### config.mk
export PLATFORM = sky130hd
export DESIGN_NAME = nand_seq
export DESIGN_NICKNAME = d
export VERILOG_FILES = /design/src/rtl/nand_seq.sv
export SDC_FILE = /design/constraint.sdc
export NUM_CORES = 1
export LEC_CHECK = 0
export BUFFER_PORTS_ARGS = -buffer_cell sky130_fd_sc_hd__buf_4
export CAP_MARGIN = 20
export CORE_MARGIN = 2
export CORE_UTILIZATION = 50
export DETAILED_ROUTE_END_ITERATION = 10
export PLACE_DENSITY = 0.76
export SETUP_SLACK_MARGIN = 0.1
export SLEW_MARGIN = 0
export SYNTH_ARGS = -nofsm -noshare
export SYNTH_HDL_FRONTEND = slang
export SYNTH_SLANG_ARGS = --single-unit
### constraint.sdc
create_clock -name clk -period 2.63 [get_ports clk]
set_input_delay 0.526 -clock clk [delete_from_list [all_inputs] [get_ports clk]]
set_output_delay 0.526 -clock clk [all_outputs]
set_load 0.005 [all_outputs]
### src/rtl/nand_seq.sv
module nand_seq #(
  parameter int TW  = 4,
  parameter int LW  = 12,
  parameter int TOW = 16
) (
  input  logic           clk,
  input  logic           rst_n,
  input  logic           req_valid,
  input  logic [2:0]     req_op,
  input  logic [23:0]    req_row,
  input  logic [15:0]    req_col,
  input  logic [LW-1:0]  req_len,
  input  logic [7:0]     wdata,
  output logic           wdata_take,
  output logic [7:0]     rdata,
  output logic           rdata_valid,
  output logic           busy,
  output logic           done,
  output logic           err,
  output logic [7:0]     status,
  input  logic [TW-1:0]  cfg_setup,
  input  logic [TW-1:0]  cfg_strobe,
  input  logic [TW-1:0]  cfg_hold,
  input  logic [TOW-1:0] cfg_timeout,
  input  logic           rb_clr,
  output logic           rb_flag,
  output logic           nf_ce_n,
  output logic           nf_cle,
  output logic           nf_ale,
  output logic           nf_we_n,
  output logic           nf_re_n,
  output logic [7:0]     nf_io_out,
  output logic           nf_io_oe,
  input  logic [7:0]     nf_io_in,
  input  logic           nf_rb_n
);

  localparam logic [2:0] OP_READ = 3'd0, OP_PROG = 3'd1, OP_ERASE = 3'd2,
                         OP_STAT = 3'd3, OP_ID = 3'd4, OP_RST = 3'd5,
                         OP_RAND = 3'd6;

  typedef enum logic [1:0] {S_IDLE, S_BUS, S_WAIT, S_DONE} st_t;
  typedef enum logic [2:0] {P_CMD1, P_ADDR, P_WDATA, P_CMD2, P_WAITRB, P_RDATA, P_END} ph_t;

  st_t st;
  ph_t ph;
  logic [2:0]     opr;
  logic [23:0]    rowr;
  logic [15:0]    colr;
  logic [LW-1:0]  lenr, dcnt;
  logic [2:0]     aidx;
  logic [1:0]     tph;
  logic [TW-1:0]  tcnt;
  logic [TOW-1:0] wcnt;
  logic [7:0]     wdreg;
  logic           errr;
  logic           rb_s1, rb_s2, rb_s3;

  function automatic ph_t after(input logic [2:0] op, input ph_t p);
    case (op)
      OP_READ:  case (p)
                  P_CMD1: return P_ADDR;   P_ADDR: return P_CMD2;
                  P_CMD2: return P_WAITRB; P_WAITRB: return P_RDATA;
                  default: return P_END;
                endcase
      OP_PROG:  case (p)
                  P_CMD1: return P_ADDR;   P_ADDR: return P_WDATA;
                  P_WDATA: return P_CMD2;  P_CMD2: return P_WAITRB;
                  default: return P_END;
                endcase
      OP_ERASE: case (p)
                  P_CMD1: return P_ADDR;   P_ADDR: return P_CMD2;
                  P_CMD2: return P_WAITRB;
                  default: return P_END;
                endcase
      OP_STAT:  return (p == P_CMD1) ? P_RDATA : P_END;
      OP_ID:    case (p)
                  P_CMD1: return P_ADDR;   P_ADDR: return P_RDATA;
                  default: return P_END;
                endcase
      OP_RST:   return (p == P_CMD1) ? P_WAITRB : P_END;
      OP_RAND:  case (p)
                  P_CMD1: return P_ADDR;   P_ADDR: return P_CMD2;
                  P_CMD2: return P_RDATA;
                  default: return P_END;
                endcase
      default:  return P_END;
    endcase
  endfunction

  function automatic logic [7:0] cmd_first(input logic [2:0] op);
    case (op)
      OP_READ:  return 8'h00;
      OP_PROG:  return 8'h80;
      OP_ERASE: return 8'h60;
      OP_STAT:  return 8'h70;
      OP_ID:    return 8'h90;
      OP_RAND:  return 8'h05;
      default:  return 8'hFF;
    endcase
  endfunction

  function automatic logic [7:0] cmd_second(input logic [2:0] op);
    case (op)
      OP_READ:  return 8'h30;
      OP_PROG:  return 8'h10;
      OP_ERASE: return 8'hD0;
      default:  return 8'hE0;
    endcase
  endfunction

  logic [2:0] astart, aend;
  always_comb begin
    case (opr)
      OP_ERASE: begin astart = 3'd2; aend = 3'd4; end
      OP_ID:    begin astart = 3'd5; aend = 3'd5; end
      OP_RAND:  begin astart = 3'd0; aend = 3'd1; end
      default:  begin astart = 3'd0; aend = 3'd4; end
    endcase
  end

  logic [7:0] abyte;
  always_comb begin
    case (aidx)
      3'd0: abyte = colr[7:0];
      3'd1: abyte = colr[15:8];
      3'd2: abyte = rowr[7:0];
      3'd3: abyte = rowr[15:8];
      3'd4: abyte = rowr[23:16];
      default: abyte = 8'h00;
    endcase
  end

  logic [TW-1:0] lim;
  assign lim = (tph == 2'd0) ? cfg_setup : (tph == 2'd1) ? cfg_strobe : cfg_hold;

  logic [LW-1:0] dlast;
  assign dlast = (opr == OP_STAT) ? '0 : lenr;

  logic in_bus, cyc_end, more, adv, rd_sample, rb_rise, accept;
  ph_t  tgt;
  assign in_bus    = (st == S_BUS);
  assign cyc_end   = in_bus && tph == 2'd2 && tcnt == cfg_hold;
  assign more      = (ph == P_ADDR && aidx != aend) ||
                     ((ph == P_WDATA || ph == P_RDATA) && dcnt != dlast);
  assign tgt       = after(opr, ph);
  assign adv       = (cyc_end && !more) || (st == S_WAIT && rb_flag);
  assign rd_sample = in_bus && ph == P_RDATA && tph == 2'd1 && tcnt == cfg_strobe;
  assign rb_rise   = rb_s2 && !rb_s3;
  assign accept    = req_valid && st == S_IDLE;

  assign busy      = (st != S_IDLE);
  assign done      = (st == S_DONE);
  assign err       = errr;
  assign nf_ce_n   = (st == S_IDLE);
  assign nf_cle    = in_bus && (ph == P_CMD1 || ph == P_CMD2);
  assign nf_ale    = in_bus && ph == P_ADDR;
  assign nf_io_oe  = in_bus && ph != P_RDATA;
  assign nf_we_n   = !(nf_io_oe && tph == 2'd1);
  assign nf_re_n   = !(in_bus && ph == P_RDATA && tph == 2'd1);
  assign nf_io_out = (ph == P_CMD1) ? cmd_first(opr) :
                     (ph == P_CMD2) ? cmd_second(opr) :
                     (ph == P_ADDR) ? abyte : wdreg;

  always_ff @(posedge clk or negedge rst_n) begin
    if (!rst_n) begin
      rb_s1 <= 1'b1; rb_s2 <= 1'b1; rb_s3 <= 1'b1; rb_flag <= 1'b0;
    end else begin
      rb_s1 <= nf_rb_n; rb_s2 <= rb_s1; rb_s3 <= rb_s2;
      if (rb_rise)     rb_flag <= 1'b1;
      else if (rb_clr) rb_flag <= 1'b0;
    end
  end

  always_ff @(posedge clk or negedge rst_n) begin
    if (!rst_n) begin
      st <= S_IDLE; ph <= P_END; opr <= '0; rowr <= '0; colr <= '0; lenr <= '0;
      dcnt <= '0; aidx <= '0; tph <= '0; tcnt <= '0; wcnt <= '0; wdreg <= '0;
      errr <= 1'b0; rdata <= '0; rdata_valid <= 1'b0; wdata_take <= 1'b0;
      status <= '0;
    end else begin
      rdata_valid <= 1'b0;
      wdata_take  <= 1'b0;
      if (in_bus) begin
        if (tcnt == lim) begin tph <= tph + 2'd1; tcnt <= '0; end
        else tcnt <= tcnt + 1'b1;
      end
      if (rd_sample) begin
        rdata <= nf_io_in;
        rdata_valid <= 1'b1;
        if (opr == OP_STAT) begin status <= nf_io_in; errr <= nf_io_in[0]; end
      end
      case (st)
        S_IDLE: if (accept) begin
          opr <= req_op; rowr <= req_row; colr <= req_col; lenr <= req_len;
          errr <= 1'b0; ph <= P_CMD1; tph <= '0; tcnt <= '0;
          if (req_op == 3'd7) begin st <= S_DONE; errr <= 1'b1; end
          else st <= S_BUS;
        end
        S_WAIT: if (!rb_flag) begin
          if (wcnt == cfg_timeout) begin errr <= 1'b1; st <= S_DONE; ph <= P_END; end
          else wcnt <= wcnt + 1'b1;
        end
        S_DONE: st <= S_IDLE;
        default: ;
      endcase
      if (cyc_end && more) begin
        tph <= '0; tcnt <= '0;
        if (ph == P_ADDR) aidx <= aidx + 3'd1;
        else dcnt <= dcnt + 1'b1;
        if (ph == P_WDATA) begin wdreg <= wdata; wdata_take <= 1'b1; end
      end
      if (adv) begin
        ph <= tgt; tph <= '0; tcnt <= '0; wcnt <= '0; dcnt <= '0; aidx <= astart;
        st <= (tgt == P_WAITRB) ? S_WAIT : (tgt == P_END) ? S_DONE : S_BUS;
        if (tgt == P_WDATA) begin wdreg <= wdata; wdata_take <= 1'b1; end
      end
    end
  end

  assert_oe_released_R11: assert property (@(posedge clk) disable iff (!rst_n)
    !(nf_io_oe && !nf_re_n));
  assert_one_strobe_R7: assert property (@(posedge clk) disable iff (!rst_n)
    !(!nf_we_n && !nf_re_n));
  assert_latch_excl_R7: assert property (@(posedge clk) disable iff (!rst_n)
    !(nf_cle && nf_ale));
  assert_ce_held_R8: assert property (@(posedge clk) disable iff (!rst_n)
    (!nf_we_n || !nf_re_n) |-> !nf_ce_n);
  assert_done_single_R8: assert property (@(posedge clk) disable iff (!rst_n)
    done |=> (!done && !busy));
  assert_flag_clear_R9: assert property (@(posedge clk) disable iff (!rst_n)
    (rb_clr && !rb_rise) |=> !rb_flag);
  assert_flag_set_R9: assert property (@(posedge clk) disable iff (!rst_n)
    rb_rise |=> rb_flag);
  assert_wait_gated_R9: assert property (@(posedge clk) disable iff (!rst_n)
    (st == S_WAIT && !rb_flag) |=> (st != S_BUS));
  assert_busy_ignore_R12: assert property (@(posedge clk) disable iff (!rst_n)
    (busy && !done) |=> busy || $past(done));

endmodule

### Yosys cells after proc, flatten, opt, wreduce, memory -nomap -nowiden

Index checks and enable logic that the tools add are counted.

| cells by class | value |
|---|---|
| $add $sub $neg | 5 |
| equality and inequality tests | 37 |
| mux-type cells | 72 |
| reductions and logical operators | 43 |

Operators with widths:

| cell | count |
|---|---|
| 16-bit 2-to-1 mux | 4 |
| 8-bit 2-to-1 mux | 7 |
| 12-bit 2-to-1 mux | 4 |
| 8-bit one-hot mux with 6 select lines | 1 |
| 8-bit one-hot mux with 5 select lines | 1 |
| 4-bit 2-to-1 mux | 8 |
| 2-bit 2-to-1 mux | 15 |
| 3-bit equality test, second input constant | 9 |
| 3-bit one-hot mux with 2 select lines | 4 |
| 3-bit one-hot mux with 4 select lines | 2 |
| 8-bit one-hot mux with 3 select lines | 1 |
| 3-bit by 2-bit equality test with 1-bit output, second input constant | 7 |
| 3-bit 2-to-1 mux | 7 |
| 3-bit one-hot mux with 7 select lines | 1 |
| 3-bit one-hot mux with 3 select lines | 2 |
| 16-bit by 1-bit adder with 16-bit output, second input constant | 1 |
| 16-bit equality test | 1 |
| 1-bit logical AND | 16 |
| 1-bit 2-to-1 mux | 13 |
| 12-bit by 1-bit adder with 12-bit output, second input constant | 1 |
| 4-bit equality test | 3 |
| 12-bit != test | 1 |
| 2-bit nonzero test | 5 |
| 3-bit by 1-bit equality test with 1-bit output, second input constant | 3 |
| other kinds (22) | 40 |

| storage, ports and cells | value |
|---|---|
| register bits after elaboration | 128 |
| output and inout port bits | 36 |
| logic and storage cells | 178 |

### Longest topological paths before layout

Gate-level depths: netlist of run 1.

| logic depth | value |
|---|---|
| depth in word-level cells | 10 |
| depth in mapped cells | 9 |
| mapped depth without buffers | 8 |

### Worst setup path after synthesis of run 1

Ideal clock, no wire load.

| timing path | value |
|---|---|
| path kind | register -> output |
| start | register aidx[2] |
| end | output nf_io_out[7] |
| arrival time | 2.043 ns |
| path slack | 0.061 ns |
| stages on the path, launching flop included | 10 |
| buffers on the path | 2 |
| cells stage by stage | dfrtp_1 > buf_1 > inv_1 > ha_1 > buf_1 > nor4_1 > nor2_1 > a221oi_1 > a31oi_1 > o21a_1 |

| between the ends | value |
|---|---|
| cells in the longest elaborated chain, start to end | 5 |
| elaborated cells on any way between the ends | 9 |
| classes of those cells | eq/ne: 4; mux: 4; reduce/logical: 1 |

Ends and longest elaborated chain:

| item | RTL line | text |
|---|---|---|
| start: declaration | 51 | `logic [2:0] aidx;` |
| start signal: assignment | 209 | `if (ph == P_ADDR) aidx <= aidx + 3'd1;` |
| 3-bit equality test (tied with other cells) | 124 | `case (aidx)` |
| 8-bit one-hot mux with 5 select lines * | 124 |  |
| 8-bit 2-to-1 mux * | 163 | `(ph == P_ADDR) ? abyte : wdreg;` |
| 8-bit 2-to-1 mux * | 162 | `(ph == P_CMD2) ? cmd_second(opr) :` |
| 8-bit 2-to-1 mux * | 161 | `assign nf_io_out = (ph == P_CMD1) ? cmd_first(opr) :` |
| end: declaration | 32 | `output logic [7:0] nf_io_out,` |

Every way passes the cells marked *; elsewhere a longest branch is shown, timed or not.

### Worst setup path in the final report of run 1

| timing path | value |
|---|---|
| start | register aidx[1] |
| end | output nf_io_out[7] |

The elaborated chain is that of the path after synthesis.

==> results of run 1 <==
## power by group through the flow
stage / combinational, mW / clock, mW / sequential [mW]
2_1_floorplan: 2.40 / 0 / 2.93
3_5_place_dp: 3.39 / 0 / 3.15
5_1_grt: 4.11 / 2.48 / 3.25
6_report: 3.74 / 2.35 / 3.16
3_3_place_gp: 3.26 / 0 / 3.12
4_1_cts: 3.56 / 2.39 / 3.13
## sequential cells by signal, indices dropped and copies added, names as in the netlist, 2 cells and up
register / count
aidx: 3
rowr: 24
wdreg: 8
wcnt: 16
rdata: 8
colr: 16
tcnt: 4
ph: 3
st: 2
tph: 2
lenr: 12
status: 8
dcnt: 12
opr: 3
## cells in the mapped netlist (6+ instances only)
master	count	area share [%]
inv_1	25	1.3
xnor2_1	12	1.5
and3_1	7	0.63
nand4_1	14	1.3
o2111ai_1	8	1.0
nor2b_1	12	1.1
nor2_1	58	3.1
nor4_1	10	0.89
o21ai_0	21	1.5
a22oi_1	8	0.86
mux2i_1	15	2.1
a222oi_1	9	1.3
ha_1	16	2.9
nand2b_1	11	0.98
clkbuf_1	26	1.4
mux2_4	8	1.7
nand3_1	13	0.93
nand2_1	70	3.8
o22ai_1	8	0.72
xor2_1	46	5.8
and2_1	6	0.54
mux2_2	69	11
a21oi_1	8	0.57
buf_2	7	0.50
dfrtp_1	123	44
## worst register-to-register path, cell delays in order (launching register included)
cell and delay (ps):
dfrtp_1 420, buf_4 150, buf_4 120, buf_4 130
nor4bb_2 160, a22oi_2 160, a211oi_2 140, or2_2 360
a32oi_4 210, buf_12 180, mux2_4 300
## final cells by class
class | instances | area share, %
clock inverter | 5 | 0.841
inverter | 26 | 1.06
multi-input combinational | 483 | 39.9
sequential | 128 | 34.8
tap | 180 | 2.44
timing repair buffer | 181 | 15.3
clock buffer | 27 | 5.67
## per-stage QoR
step	setup TNS, ps	util (%)	instances	worst slack, ps
floorplan	0	-	674	220
global placement	-79.2	60.7	984	-44.1
detailed placement	-482	60.7	984	-139
CTS	-1330	65.8	1022	-229
global route	-2580	67.0	1030	-381
finish	-1920	67.0	1030	-287
## logic make-up after synthesis
group                    count (synthesis)
buffers and inverters                   63
adder cells (fa/ha/maj)                 16
XOR/XNOR                                58
AO/OA/AOI/OAI                           92
AND/OR/NAND/NOR                        225
flip-flops                             128
multiplexers                            92
## routing by layer
metal,up-vias,track usage (%)
met5,-,0
met4,0,8.33
met3,30,6.09
met2,187,40.1
met1,2790,29.8
li1,2705,-
## what timing repair did
item	4_1_cts	5_1_grt
hold buffers	0	0
resized for setup	12	23
setup endpoints to repair	8	41
pin swaps	23	29
gates cloned	0	0
buffers inserted	6	8
## worst max-delay path by stage
stage | startpoint | to | slack [ps] | cells after the start
2_1_floorplan | aidx[2]$_DFFE_PN0P_ | nf_io_out[7] | 220 | 9
3_3_place_gp | aidx[0]$_DFFE_PN0P_ | nf_io_out[4] | -40 | 9
3_5_place_dp | aidx[0]$_DFFE_PN0P_ | nf_io_out[4] | -140 | 9
4_1_cts | aidx[0]$_DFFE_PN0P_ | nf_io_out[7] | -230 | 8
5_1_grt | aidx[0]$_DFFE_PN0P_ | nf_io_out[7] | -380 | 8
6_report | aidx[1]$_DFFE_PN0P_ | nf_io_out[7] | -290 | 10
==> summary.md, run 1 <==
| Metric | Value |
|---|---|
| Post-DP HPWL | `12600 um` |
| H-tree depth | `4` |
| Reg power frac | `34.2%` |
| Area grow syn2layout | `31.9%` |
| Final Critical Period | `2920 ps` |
| Initial core utilization | `50.8%` |
| Vias/cell | `5.55` |
| Area share of fa/ha/maj cells after synthesis | `2.86%` |
| Core area | `13800 um^2` |
| Commonest non-fill, non-tap cells in the layout | `buf_4, dfrtp_1, nand2_1, mux2_2, nor2_1` |
| Root Driver | `clkbuf_16` |
| Synth Area in Compound Gates | `9.85%` |
| Worst reg2reg path startpoint | `aidx[0]$_DFFE_PN0P_` |
| Clk pin slew, worst setup/hold paths | `50 ps` |
| Die Width | `122 um` |
| Crit end category | `output port` |
| DRT iter0 DRCs | `398` |
| Largest family of logic cells by synthesized area | `simple AND/OR/NAND/NOR gates` |
| Synth Area in XOR/XNOR | `7.26%` |
| Crit-path cells | `buf_4 -> ha_1 -> nor2b_4 -> buf_4 -> nor4_4 -> nor2_4 -> a221oi_2 -> a31oi_1 -> o21a_1 -> buf_4` |
| Detailed Route WL | `17200 um` |
| Main flop type after synthesis | `dfrtp_1` |
| R2r setup slk | `180 ps` |
| Worst setup margin | `-287 ps` |
| Worst EP arrival | `2390 ps` |
| CTS Buf Count | `17` |
| Critical Path Max Stage Delay | `430 ps` |
| Final RePlAce weighted congestion | `0.876` |
| Failing checks | `negative setup slack` |
| Rel. slew slack | `63.2%` |
| CP most frequent cell | `buf_4` |
| DRC | `0` |
| Largest net degree at the start of global routing | `62` |
| Slew @ Worst Pin | `548 ps` |
| Post-synthesis sequential area ratio | `45.9%` |
| Critical Path Fanout Max | `5` |
| CP bufs+invs | `3` |
| Antenna-violating nets left | `0` |
| Synth Register Bits | `128` |
| Register area | `3210 um^2` |
| Mean Syn Cell Area | `10.4 um^2` |
| Setup-failing EPs final | `8` |
| Post-route design area | `9230 um^2` |
| CTS tree | `done` |
| Element type at the critical path start | `flop` |
| Switching share of power | `34.1%` |
| Syn nets | `794` |
| Hold Slack | `81.5 ps` |
| Reg2reg end | `wdreg[3]$_DFF_PN0_` |
| Ys async rst share | `100%` |
| M1 WL | `7380 um` |
| Hold Vio Cnt, Final | `0` |
| Vias in the first global route | `5790` |
| Peak supply drop | `0.000599 V` |
| Total grt overflow | `0` |
| Die area | `15000 um^2` |
| Final Power | `9.26 mW` |
| Antenna diodes | `0` |
| Fin crit share | `111%` |
| R2R depth | `10` |
| Clock Skew | `7.95 ps` |
| CTS Sinks | `128` |
| Mapped Area | `7000 um^2` |
| Worst skew pair latency | `410 ps` |
| Lkg Pwr | `4.39 nW` |
| Met3 WL | `1080 um` |
| Initial antenna violation count | `0` |
| First-pass GRT wire length | `27900 um` |
| Io pins | `140` |
| Crit path required time | `2100 ps` |
| P_sw | `3.16 mW` |
| Post-DR wirelength/cell | `16.7 um` |
| Synthesis Warnings | `0` |
| Slowest cell on crit path | `dfrtp_1` |
| Max Root-Sink Buffers | `2` |
| Cell family with most CP delay | `compound AO/OA/AOI/OAI gates` |
| Gr usage total | `23.8%` |
| Synthesized instance count | `674` |
| Layout cells sized above 1 | `38.0%` |
| Post-Synth Simple-Gate Area | `15.7%` |
| WL met2 | `8480 um` |
| Area after DPL | `8370 um^2` |
| Pint | `6.10 mW` |
| Fmax | `343 MHz` |
| Most common cell after layout, fill and taps aside | `buf_4` |
| Max Cap Viol | `0` |
| Post-synth EDFFs | `0` |
| Final net count | `957` |
| Comb pwr share | `40.4%` |
| Fraction of synthesized area in multiplexers | `15.0%` |
| Pwr dens | `1000 nW/um^2` |
| Port Buffers | `139` |
| Die Y | `122 um` |
| Critical path type | `reg2out` |
| Clock network power share | `25.4%` |
| Top routing layer used | `met4` |
| # rows | `43` |
| Via count | `5712` |
| Cell variety after synth | `56` |
| DRT Pass-1 Iters | `5` |
| Min-Delay Path Class | `in2async` |
| Status | `complete, but fails checks` |
| Final Slew Violations | `0` |
| RSZ-0062 raised after global routing | `yes` |
| Fill count | `1015` |
| Footprint of the multi-input gates | `3680 um^2` |
Power figures use the tool's default switching activity.
==> run 2, diff against run 1 <==
--- a/config.mk
+++ b/config.mk
@@ -11,6 +11,7 @@
 export CORE_UTILIZATION = 50
 export DETAILED_ROUTE_END_ITERATION = 10
 export PLACE_DENSITY = 0.76
+export REMOVE_ABC_BUFFERS = 1
 export SETUP_SLACK_MARGIN = 0.1
 export SLEW_MARGIN = 0
 export SYNTH_ARGS = -nofsm -noshare
==> run 2 against run 1 <==
Effect of this change:
- the run still ends with negative setup slack left
- non-clock buffer count decreased by 9
- largest cell class unchanged
- setup slack improved by 100 ps
- critical path depth decreased by 2
- count of clock-buffer cells in the layout decreased by 7
==> summary.md, run 2 (synthesized netlist as in run 1, its figures left out) <==
| Metric | Value |
|---|---|
| Status | `complete, but fails checks` |
| Failing checks | `negative setup slack` |
| Area grow syn2layout | `31.0%` |
| Clk pin slew, worst setup/hold paths | `60 ps` |
| RSZ-0062 raised after global routing | `yes` |
| Io pins | `140` |
| Slew @ Worst Pin | `677 ps` |
| Root Driver | `clkbuf_16` |
| Layout cells sized above 1 | `38.2%` |
| Commonest non-fill, non-tap cells in the layout | `buf_4, dfrtp_1, nand2_1, mux2_2, nor2_1` |
| Worst reg2reg path startpoint | `opr[0]$_DFFE_PN0P_` |
| CTS tree | `done` |
| Post-Place Worst Slack | `26.2 ps` |
| DRT Pass-1 Iters | `5` |
| H-tree depth | `4` |
| Vias in the first global route | `5878` |
| Hold Vio Cnt, Final | `0` |
| Clock network power share | `26.3%` |
| Total grt overflow | `0` |
| P_sw | `3.28 mW` |
| Post-DP HPWL | `12800 um` |
| Final Util | `66.5%` |
| # rows | `43` |
| Reg2reg end | `wdreg[3]$_DFF_PN0_` |
| Port Buffers | `139` |
| Max reg flops | `24` |
| Final net count | `948` |
| Antenna-violating nets left | `0` |
| Min-Delay Path Class | `in2async` |
| Top reg by flops | `rowr` |
| Via count | `5811` |
| Critical path type | `reg2out` |
| Die area | `15000 um^2` |
| Fin cells | `1021` |
| Register area | `3210 um^2` |
| Final Critical Period | `2810 ps` |
| Vias/cell | `5.69` |
| Element type at the critical path start | `flop` |
| Gr usage total | `24.7%` |
| DRC | `0` |
| Rel. slew slack | `54.8%` |
| Met3 usage | `7.02%` |
| Final RePlAce weighted congestion | `0.922` |
| Detailed Route WL | `17900 um` |
| Max Cap Viol | `0` |
| Peak supply drop | `0.000608 V` |
| Most common cell after layout, fill and taps aside | `buf_4` |
| Antenna diodes | `0` |
| Clock Skew | `8.94 ps` |
| Crit end category | `output port` |
| GRT met1 Usage | `32.0%` |
| Footprint of the multi-input gates | `3660 um^2` |
| Post-route design area | `9170 um^2` |
| DP Cell Count | `983` |
| Critical Path Fanout Max | `4` |
| Max Root-Sink Buffers | `2` |
| Worst EP arrival | `2290 ps` |
| Launch point of the critical path | `aidx[1]$_DFFE_PN0P_` |
| Pint | `6.08 mW` |
| Worst setup margin | `-185 ps` |
| Reg power frac | `34.6%` |
| CTS Sinks | `128` |
| CTS Buf Count | `17` |
| Met2 global-route usage | `39.6%` |
| Fmax | `355 MHz` |
| Switching share of power | `35.1%` |
| Die Y | `122 um` |
| Comb pwr share | `39.1%` |
| Post-DR wirelength/cell | `17.6 um` |
| R2r setup slk | `240 ps` |
| DRT iter0 DRCs | `423` |
| Crit path required time | `2100 ps` |
| Core area | `13800 um^2` |
| R2R depth | `6` |
| Worst skew pair latency | `420 ps` |
| Grt peak-use layer | `met2` |
| Die Width | `122 um` |
| First-pass GRT wire length | `28600 um` |
| Pwr dens | `1020 nW/um^2` |
| Final Slew Violations | `0` |
| Initial core utilization | `50.8%` |
| Top flop regs | `rowr: 24 flops, colr: 16 flops, wcnt: 16 flops` |
| Area after DPL | `8350 um^2` |
| Lkg Pwr | `4.32 nW` |
| Fill count | `1080` |
| Largest net degree at the start of global routing | `50` |
| Fin crit share | `107%` |
| Initial antenna violation count | `0` |
| Setup-failing EPs final | `8` |
[run 2: changes by cell type in the layout (fill, tap and decap cells not counted), moves of 2 or more]
| cell | previous run | this run |
|---|---|---|
| nor2_2 | 0 | 2 |
| clkbuf_1 | 4 | 0 |
| dfrtp_1 | 122 | 120 |
| buf_4 | 173 | 164 |
| dfrtp_2 | 1 | 3 |
| clkinvlp_4 | 1 | 6 |
| nor4_2 | 0 | 2 |
| clkbuf_8 | 6 | 3 |
[run 2: what timing repair did]
| action | 4_1_cts | 5_1_grt |
|---|---|---|
| gates resized for setup | 17 | 20 |
| pin swaps | 22 | 16 |
| setup buffers | 3 | 3 |
| hold buffers | 0 | 0 |
| setup endpoints to repair | 8 | 17 |
[run 2: cell type report]
cell class / count / share of cell area, %
clock buffer: 20 / 5.09
clock inverter: 12 / 1.72
inverter: 26 / 1.06
multi-input combinational: 483 / 39.9
sequential: 128 / 35.1
tap: 180 / 2.46
timing repair buffer: 172 / 14.7
[run 2: routing by layer]
metal,routed length [um],share of wire (%),up-vias
met4,449,2.5,0
li1,-,-,2688
met3,1170,6.5,43
met5,0,0,-
met2,8600,48,241
met1,7720,43,2839
[run 2: power groups by stage]
stage | Clock, mW | Combinational (mW) | Sequential, mW
final | 2.47 | 3.66 | 3.24
after global routing | 2.59 | 4.02 | 3.30
after CTS | 2.49 | 3.46 | 3.20
after detailed placement | 0 | 3.32 | 3.21
after global placement | 0 | 3.20 | 3.18
after floorplan | 0 | 2.19 | 3.06
[run 2: critical path, cell delays in order, from the launching register on]
cell	delay (ps)
dfrtp_2	450
ha_4	180
ha_4	180
nor4_2	290
nor2_2	120
a221oi_2	260
a31oi_1	80
o21a_1	200
buf_6	110
[run 2: worst max path at each step]
stage / endpoint / slack, ps / depth (start not counted)
floorplan: ph[2]$_DFFE_PN1P_ / -350 / 7
global placement: nf_io_out[4] / 180 / 9
detailed placement: nf_io_out[0] / 30 / 9
CTS: nf_io_out[6] / -220 / 8
global route: nf_io_out[7] / -310 / 8
finish: nf_io_out[7] / -180 / 8
[run 2: stage by stage]
step                TNS [ps]  power [mW]  hold WS (ps)
floorplan              -5760        5.25           230
global placement           0        6.38           347
detailed placement         0        6.52           354
CTS                    -1290        9.15           148
global route           -1760        9.91           189
finish                 -1030        9.36           137
==> run 3, diff against run 2 <==
--- a/config.mk
+++ b/config.mk
@@ -7,10 +7,12 @@
 export LEC_CHECK = 0
 export BUFFER_PORTS_ARGS = -buffer_cell sky130_fd_sc_hd__buf_4
 export CAP_MARGIN = 20
+export CELL_PAD_IN_SITES_DETAIL_PLACEMENT = 2
+export CELL_PAD_IN_SITES_GLOBAL_PLACEMENT = 2
 export CORE_MARGIN = 2
-export CORE_UTILIZATION = 50
+export CORE_UTILIZATION = 32
 export DETAILED_ROUTE_END_ITERATION = 10
-export PLACE_DENSITY = 0.76
+export PLACE_DENSITY_LB_ADDON = 0.1
 export REMOVE_ABC_BUFFERS = 1
 export SETUP_SLACK_MARGIN = 0.1
 export SLEW_MARGIN = 0
==> run 3 against run 2 <==
Effect of this change:
- count of clock-buffer cells in the layout decreased by 3
- register-to-register slack got worse by 40 ps
- largest power group unchanged
- combinational power increased by 8.5%
- global-route usage decreased by 4.4 points
- the flow still finishes with violations (negative setup slack)
- maximum frequency decreased by 3.2%
- first-iteration DRC count decreased by 38%
==> summary.md, run 3 (synthesized netlist as in run 1, its figures left out) <==
| Metric | Value |
|---|---|
| Failing checks | `negative setup slack` |
| DP Cell Count | `1092` |
| Pwr dens | `1010 nW/um^2` |
| Critical Path Max Stage Delay | `410 ps` |
| Fin crit share | `111%` |
| CTS Sinks | `128` |
| Final Critical Period | `2910 ps` |
| Max reg flops | `24` |
| Clk pin slew, worst setup/hold paths | `60 ps` |
| Die Width | `152 um` |
| Slew @ Worst Pin | `558 ps` |
| Worst setup margin | `-279 ps` |
| Fmax | `344 MHz` |
| Setup_tns | `-1870 ps` |
| Setup-failing EPs final | `8` |
| Initial antenna violation count | `0` |
| Largest net degree at the start of global routing | `54` |
| Detailed Route WL | `22700 um` |
| Final Slew Violations | `0` |
| Root Driver | `clkbuf_16` |
| Switching share of power | `37.5%` |
| Most common cell after layout, fill and taps aside | `buf_4` |
| Die area | `23100 um^2` |
| Crit-path cells | `buf_6 -> ha_4 -> ha_4 -> nor4_4 -> nor2_4 -> a221oi_2 -> a31oi_1 -> o21a_1 -> buf_4` |
| Layout cells sized above 1 | `40.0%` |
| Status | `complete, but fails checks` |
| Met2 global-route usage | `35.5%` |
| Hold Vio Cnt, Final | `0` |
| Initial core utilization | `32.4%` |
| CP most frequent cell | `ha_4` |
| Antenna-violating nets left | `0` |
| Post-Place Worst Slack | `-320 ps` |
| Pint | `5.93 mW` |
| Lkg Pwr | `4.42 nW` |
| RSZ-0062 raised after global routing | `yes` |
| Final net count | `963` |
| CTS tree | `done` |
| Post-route design area | `9430 um^2` |
| DRC | `0` |
| Clock Skew | `13.0 ps` |
| Reg power frac | `34.2%` |
| Vias/cell | `5.06` |
| Area after DPL | `8540 um^2` |
| Crit end category | `output port` |
| DRT iter0 DRCs | `261` |
| Worst skew pair latency | `430 ps` |
| Top reg by flops | `rowr` |
| Rel. slew slack | `62.8%` |
| Worst EP arrival | `2380 ps` |
| H-tree depth | `4` |
| Critical Path Fanout Max | `6` |
| Io pins | `140` |
| Core area | `21600 um^2` |
| Port Buffers | `139` |
| Gr usage total | `20.3%` |
| Met3 usage | `4.79%` |
| Area grow syn2layout | `34.7%` |
| Commonest non-fill, non-tap cells in the layout | `buf_4, dfrtp_1, nand2_1, mux2_2, nor2_1` |
| Slowest cell on crit path | `dfrtp_1` |
| Crit path required time | `2100 ps` |
| Via count | `5750` |
| Post-DP HPWL | `16600 um` |
| First-pass GRT wire length | `37300 um` |
| Final Util | `43.6%` |
| Antenna diodes | `0` |
| Top flop regs | `rowr: 24 flops, colr: 16 flops, wcnt: 16 flops` |
| Grt peak-use layer | `met2` |
| Total grt overflow | `0` |
| Vias in the first global route | `6610` |
| Min-Delay Path Class | `in2async` |
| Max Root-Sink Buffers | `2` |
| P_sw | `3.56 mW` |
| Comb pwr share | `41.9%` |
| Die Y | `152 um` |
| Peak supply drop | `0.000439 V` |
| CTS Buf Count | `17` |
| GRT met1 Usage | `25.9%` |
| Post-DR wirelength/cell | `20.0 um` |
| # rows | `54` |
| Critical path type | `reg2out` |
| Element type at the critical path start | `flop` |
| Final RePlAce weighted congestion | `0.850` |
| CTS hold repair buffers | `0` |
| Clock network power share | `23.9%` |
| DRT Pass-1 Iters | `4` |
| Fin cells | `1136` |
| Max Cap Viol | `0` |
## run 3: cell types whose count changed in the layout (fill, tap and decap cells not counted), sizes merged
| cell | change |
|---|---|
| buf | +15 |
| clkinv | +5 |
| clkbuf | -3 |
| clkinvlp | -3 |
| inv | +3 |
| bufinv | -2 |
## run 3: worst paths after layout
path                                     start                  end  slack (ps)  cells after the start
max                        aidx[1]$_DFFE_PN0P_         nf_io_out[7]        -280                      9
max in group asynchronous                rst_n   opr[2]$_DFFE_PN0P_        1750                      2
min in group clk                       nf_rb_n      rb_s1$_DFF_PN1_         210                      1
max reg2reg                 opr[2]$_DFFE_PN0P_   wdreg[3]$_DFF_PN0_         200                      7
min                                      rst_n  lenr[3]$_DFFE_PN0P_          50                      1
min reg2reg                    rb_s1$_DFF_PN1_      rb_s2$_DFF_PN1_         360                      0
## run 3: worst max-delay path: cells and delay by family (launching register included)
family / cells / cell delay, ps
DFF: 1 / 410
buffers and inverters: 2 / 280
AOI/OAI and AO/OA: 3 / 490
and+or+nand+nor: 2 / 420
adders and majority gates: 2 / 360
## run 3: area by class of cell
type	instances	area, um^2
clock inverter	15	134
sequential	128	3210
tap	280	350
multi-input combinational	483	3760
inverter	26	97.6
fill	2316	12200
clock buffer	17	425
timing repair buffer	187	1450
## run 3: layer usage
metal	wire length [um]	share of wire, %	vias up
li1	-	-	2705
met3	811	3.6	14
met2	11700	52	102
met5	0	0	-
met1	9980	44	2929
met4	196	0.86	0
## run 3: metrics by stage
step / power [mW] / hold WS [ps]
after floorplan: 5.25 / 230
after global routing: 10.1 / 76.7
after detailed placement: 6.81 / 354
after CTS: 9.38 / 67.9
final: 9.49 / 52.7
after global placement: 6.61 / 347
## run 3: repair_timing
| item | CTS | global route |
|---|---|---|
| pin swaps | 18 | 15 |
| endpoints found under the setup margin | 17 | 50 |
| buffers inserted | 3 | 10 |
| cloned | 0 | 0 |
| gates resized for setup | 31 | 18 |
## run 3: power by group through the flow
stage	combinational [mW]	sequential, mW	clock [mW]
2_1_floorplan	2.19	3.06	0
5_1_grt	4.37	3.34	2.43
3_5_place_dp	3.56	3.25	0
4_1_cts	3.80	3.24	2.33
3_3_place_gp	3.40	3.21	0
6_report	3.97	3.24	2.27
